[src/rtl/fetch_gate_pkg.sv]
package fetch_gate_pkg;
  // Strobes from control to datapath, one cycle's worth of intent
  typedef struct packed {
    logic clr;    // flush: count to zero
    logic inc;    // net increment
    logic dec;    // net decrement
    logic ldThr;  // accepted threshold write
  } gateStrb_t;
endpackage

[src/rtl/fetch_gate_ctrl.sv]
module fetch_gate_ctrl
  import fetch_gate_pkg::*;
(
  input  logic      clk,
  input  logic      rstN,
  input  logic      brFetchVld,
  input  logic      brFetchLowConf,
  input  logic      brResolveVld,
  input  logic      brResolveLowConf,
  input  logic      flush,
  input  logic      thrWrEn,
  input  logic      overThr,
  output gateStrb_t strb,
  output logic      stallQ
);
  logic lowFetch;
  logic lowResolve;

  assign lowFetch   = brFetchVld & brFetchLowConf;
  assign lowResolve = brResolveVld & brResolveLowConf;

  always_comb begin
    strb       = '0;
    strb.clr   = flush;
    strb.inc   = lowFetch & ~lowResolve & ~flush;
    strb.dec   = lowResolve & ~lowFetch & ~flush;
    strb.ldThr = thrWrEn & ~stallQ;
  end

  always_ff @(posedge clk) begin
    if (!rstN) stallQ <= 1'b0;
    else       stallQ <= overThr;
  end


  stall_rise_chk: assert property (@(posedge clk) disable iff (!rstN)
    overThr |=> stallQ);

  stall_fall_chk: assert property (@(posedge clk) disable iff (!rstN)
    !overThr |=> !stallQ);

  strobe_excl_chk: assert property (@(posedge clk) disable iff (!rstN)
    !(strb.inc && strb.dec));
endmodule

[src/rtl/fetch_gate_dp.sv]
module fetch_gate_dp
  import fetch_gate_pkg::*;
#(
  parameter int CNT_W   = 4,
  parameter int THR_RST = 3
) (
  input  logic             clk,
  input  logic             rstN,
  input  gateStrb_t        strb,
  input  logic [CNT_W-1:0] thrWrData,
  output logic [CNT_W-1:0] cntQ,
  output logic [CNT_W-1:0] thrQ,
  output logic             overThr
);
  localparam logic [CNT_W-1:0] CntMax = '1;
  localparam logic [CNT_W-1:0] CntOne = CNT_W'(1);

  logic atMax;
  logic atZero;

  assign atMax  = (cntQ == CntMax);
  assign atZero = (cntQ == '0);

  always_ff @(posedge clk) begin
    if (!rstN)                     cntQ <= '0;
    else if (strb.clr)             cntQ <= '0;
    else if (strb.inc && !atMax)   cntQ <= cntQ + CntOne;
    else if (strb.dec && !atZero)  cntQ <= cntQ - CntOne;
  end

  always_ff @(posedge clk) begin
    if (!rstN)           thrQ <= CNT_W'(THR_RST);
    else if (strb.ldThr) thrQ <= thrWrData;
  end

  assign overThr = (cntQ > thrQ);


  flush_clear_chk: assert property (@(posedge clk) disable iff (!rstN)
    strb.clr |=> (cntQ == '0));

  inc_step_chk: assert property (@(posedge clk) disable iff (!rstN)
    (strb.inc && !atMax) |=> (cntQ == $past(cntQ) + CntOne));

  dec_step_chk: assert property (@(posedge clk) disable iff (!rstN)
    (strb.dec && !atZero) |=> (cntQ == $past(cntQ) - CntOne));

  no_overflow_chk: assert property (@(posedge clk) disable iff (!rstN)
    (atMax && !strb.clr && !strb.dec) |=> (cntQ == CntMax));

  no_underflow_chk: assert property (@(posedge clk) disable iff (!rstN)
    (atZero && !strb.inc) |=> (cntQ == '0));
endmodule

[src/rtl/fetch_gate.sv]
module fetch_gate
  import fetch_gate_pkg::*;
#(
  parameter int CNT_W   = 4,
  parameter int THR_RST = 3
) (
  input  logic             clk,
  input  logic             rstN,
  input  logic             brFetchVld,
  input  logic             brFetchLowConf,
  input  logic             brResolveVld,
  input  logic             brResolveLowConf,
  input  logic             flush,
  input  logic             thrWrEn,
  input  logic [CNT_W-1:0] thrWrData,
  output logic             stallFetch,
  output logic [CNT_W-1:0] lowConfCount
);
  gateStrb_t        strb;
  logic             overThr;
  logic [CNT_W-1:0] cntQ;
  logic [CNT_W-1:0] thrQ;

  fetch_gate_ctrl ctrl_i (
    .clk              (clk),
    .rstN             (rstN),
    .brFetchVld       (brFetchVld),
    .brFetchLowConf   (brFetchLowConf),
    .brResolveVld     (brResolveVld),
    .brResolveLowConf (brResolveLowConf),
    .flush            (flush),
    .thrWrEn          (thrWrEn),
    .overThr          (overThr),
    .strb             (strb),
    .stallQ           (stallFetch)
  );

  fetch_gate_dp #(.CNT_W(CNT_W), .THR_RST(THR_RST)) dp_i (
    .clk       (clk),
    .rstN      (rstN),
    .strb      (strb),
    .thrWrData (thrWrData),
    .cntQ      (cntQ),
    .thrQ      (thrQ),
    .overThr   (overThr)
  );

  assign lowConfCount = cntQ;


  ignore_high_conf_chk: assert property (@(posedge clk) disable iff (!rstN)
    (!flush && !(brFetchVld && brFetchLowConf) && !(brResolveVld && brResolveLowConf))
      |=> $stable(lowConfCount));

  balanced_hold_chk: assert property (@(posedge clk) disable iff (!rstN)
    (!flush && brFetchVld && brFetchLowConf && brResolveVld && brResolveLowConf)
      |=> $stable(lowConfCount));

  thr_frozen_chk: assert property (@(posedge clk) disable iff (!rstN)
    stallFetch |=> $stable(thrQ));
endmodule

[config.mk]
export PLATFORM = sky130hd
export DESIGN_NAME = fetch_gate
export DESIGN_NICKNAME = d
export VERILOG_FILES = /design/src/rtl/fetch_gate_pkg.sv /design/src/rtl/fetch_gate_ctrl.sv /design/src/rtl/fetch_gate_dp.sv /design/src/rtl/fetch_gate.sv
export SDC_FILE = /design/constraint.sdc
export NUM_CORES = 1
export LEC_CHECK = 0
export ABC_AREA = 1
export BUFFER_PORTS_ARGS = -buffer_cell sky130_fd_sc_hd__buf_2
export CORE_MARGIN = 2
export CORE_UTILIZATION = 40
export DETAILED_ROUTE_END_ITERATION = 6
export GPL_TIMING_DRIVEN = 0
export HOLD_SLACK_MARGIN = 0.12
export SLEW_MARGIN = 20
export SYNTH_ARGS = -nofsm -noshare
export SYNTH_HDL_FRONTEND = slang
export SYNTH_SLANG_ARGS = --single-unit
[constraint.sdc]
create_clock -name clk -period 3.7 [get_ports clk]
set_clock_uncertainty 0.05 [all_clocks]
set_input_delay 0.925 -clock clk [delete_from_list [all_inputs] [get_ports clk]]
set_output_delay 0.925 -clock clk [all_outputs]
set_load 0.05 [all_outputs]
==> impl_metrics.csv <==
group,metric,value,unit
run_status,status,"completed",
critical_path,criticalPathCategory,"input pin to register",
clock_tree,cts_max_level,1,
power,total_power,228,uW
cells_and_area,nNetsFinal,121,
detailed_routing,drtIter0Drc,4,
sta,setup_viol,0,
critical_path,path_common_cell,"nand2_1",
floorplanning,dieWidth,43.0,microns
placement,hpwl,952,microns
grt,grt_pass1_wl,2150,microns
sta,clock.fmax,448,MHz
clock_tree,clk_path_buf_depth,2,
detailed_routing,ant_nets,0,
synthesis,postSynthCellCount,81,
sta,period_share,60.3,%
power,max-vdd-ir-drop,0.000167,V
clock_tree,cts.root.buffer_cell,"clkbuf_4",
grt,grt_max_degree,8,
hold_path,hp-class,"register to register",
clock_tree,cts_tree,"done",
floorplanning,core_area,1470,sq um
power,power.leakage,0.387,nW
placement,dpl_cell_area,709,sq um
cells_and_area,final_cell_area,737,sq um
critical_path,crit_path_start_kind,"input pin",
critical_path,crit_chain,"buf_2 > nand2_1 > inv_1 > nor2_4 > nand2_2 > ha_1 > nand2_1 > nand2_1 > nor2_1 > nand3_1 > nand3_2 > nand2_1 > inv_1 > nor2_1",
synthesis,synth_fp_nets,100,
placement,place.gp.congestion,0.709,
synthesis,syn_area,609,sq um
sta,rsz0062_at_grt,"false",
synthesis,syn_avg_cell_area,7.52,sq um
grt,grt_usage,16.2,%
clock_tree,post-cts-setup-buffers,0,
synthesis,ys_top_cells_by_area,"dfxtp_1, ha_1, inv_1",
cells_and_area,antenna_cells,0,
synthesis,synth_cell_types,20,
floorplanning,fp.dieH,43.0,microns
synthesis,yosys.area.top_type,"dfxtp_1",
critical_path,cp.required,3.81,ns
floorplanning,dieArea,1850,sq um
detailed_routing,vias,572,
floorplanning,rows,14,
clock_tree,cts_buffers,3,
critical_path,crit_arrival,2.35,ns
power,powerDensity,309,nW/um^2
grt,grt_pass1_vias,557,
grt,overflow,0,
clock_tree,postCtsHoldBufs,0,
detailed_routing,first_pass_iters,2,
detailed_routing,drc,0,
grt,antenna_found_initial,0,
sta,maxSlewViolCount,0,
critical_path,crit_fanout,7,
detailed_routing,via_per_inst,4.89,
sta,setup_tns,0,ns
critical_path,crit_slowest_cell,"ha_1",
placement,dp_slack,1.18,ns
synthesis,yosys.area.top_type_share,29.6,%
sta,whs,0.417,ns
critical_path,cp-end-kind,"register",
sta,period_needed,2.23,ns
clock_tree,clk_latency,0.27,ns
synthesis,yosysWarnings,0,
cells_and_area,syn_to_final_growth,20.9,%
detailed_routing,wl,1160,microns
placement,port_buffers,16,
floorplanning,ios,17,
sta,hold_violations,0,
sta,timing.final.ws_setup,1.47,ns
sta,tightest_slew,0.281,ns
cells_and_area,layout-drive-gt1-share,30.7,%
floorplanning,start_util,41.4,%
clock_tree,cts_num_sinks,9,
clock_tree,postCtsResizedCells,0,
clock_tree,clk_pin_slew,0.06,ns
sta,slew_headroom,81.2,%
detailed_routing,wl_per_cell,9.94,microns
run,maxCapViolCount,0,
synthesis,synth-seq-cells,9,
critical_path,critical_path.max_stage_delay,0.35,ns
synthesis,seq_area_frac_synth,29.6,%
==> cell usage after synthesis <==
cell       n
dfxtp_1    9
o21ai_2    1
nand3_2    3
o21ai_1    3
o21bai_1   1
nor2_1     7
nand2_1   13
o211ai_1   1
nand2_2    2
xnor2_1    1
nor2_4     1
fa_1       1
a21oi_1    6
ha_1       6
nand4_1    2
inv_2      2
nand3_1    7
inv_1     13
nand2_4    1
a211oi_2   1
==> worst max-delay path, delay by kind of cell <==
kind / cells / cell delay, ns
fa+ha+maj: 1 / 0.35
buf+inv: 3 / 0.21
simple gates: 10 / 0.85
==> power by group <==
part           switching [mW]  leakage [nW]  internal [mW]
logic                  0.0284         0.295         0.0177
clock network          0.0368        0.0177         0.0400
registers             0.00327        0.0738          0.102
==> final timing paths <==
check / from / slack (ns) / cells past startpoint / endpoint
setup reg to reg: dp_i.cntQ[0] / 1.79 / 11 / dp_i.cntQ[3]
hold / removal: dp_i.thrQ[2] / 0.42 / 2 / dp_i.thrQ[2]
setup / recovery: brResolveVld / 1.47 / 14 / dp_i.cntQ[3]
hold reg to reg: dp_i.thrQ[2] / 0.42 / 2 / dp_i.thrQ[2]
==> flip-flops by register name, indices dropped and copies added, names as in the netlist <==
name           cells
ctrl_i.stallQ      1
dp_i.thrQ          4
dp_i.cntQ          4
==> layout make-up <==
cell class / count / area, sq um
Inverter: 15 / 56.3
Tap cell: 16 / 20.0
Clock inverter: 1 / 5.00
Fill cell: 154 / 734
Sequential cell: 9 / 180
Multi-Input combinational cell: 57 / 373
Clock buffer: 3 / 22.5
Timing Repair Buffer: 16 / 80.1
==> cells in the final DEF, fill, tap and decap left out, types with 2 or more instances in the layout <==
cell type / instances
buf_2: 16
inv_1: 13
nand2_1: 13
dfxtp_1: 9
nor2_1: 7
nand3_1: 7
a21oi_1: 6
ha_1: 6
nand3_2: 3
o21ai_1: 3
clkbuf_4: 3
inv_2: 2
nand4_1: 2
nand2_2: 2
==> kinds of logic after synthesis <==
logic type               count (synthesis)  synth area share, %
AND/OR/NAND/NOR                         36                 30.8
buffers and inverters                   15                 9.24
AO/OA/AOI/OAI                           13                 13.3
flip-flops                               9                 29.6
adder cells (fa/ha/maj)                  7                 15.6
XOR/XNOR                                 1                 1.44
==> per-layer routing <==
| metal | track usage [%] | up-vias | wire length [microns] |
|---|---|---|---|
| met5 | 0 | - | 0 |
| met3 | 8.09 | 5 | 71 |
| met4 | 9.09 | 0 | 23 |
| met1 | 17.8 | 249 | 551 |
| li1 | - | 307 | - |
| met2 | 25.2 | 11 | 516 |
==> metrics by stage <==
step,instances,utilization (%)
finish,117,50.1
CTS,117,50.1
global route,117,50.1
floorplan,81,-
detailed placement,113,48.2
global placement,113,48.2
Note: power is estimated with default switching activity, not from simulation.
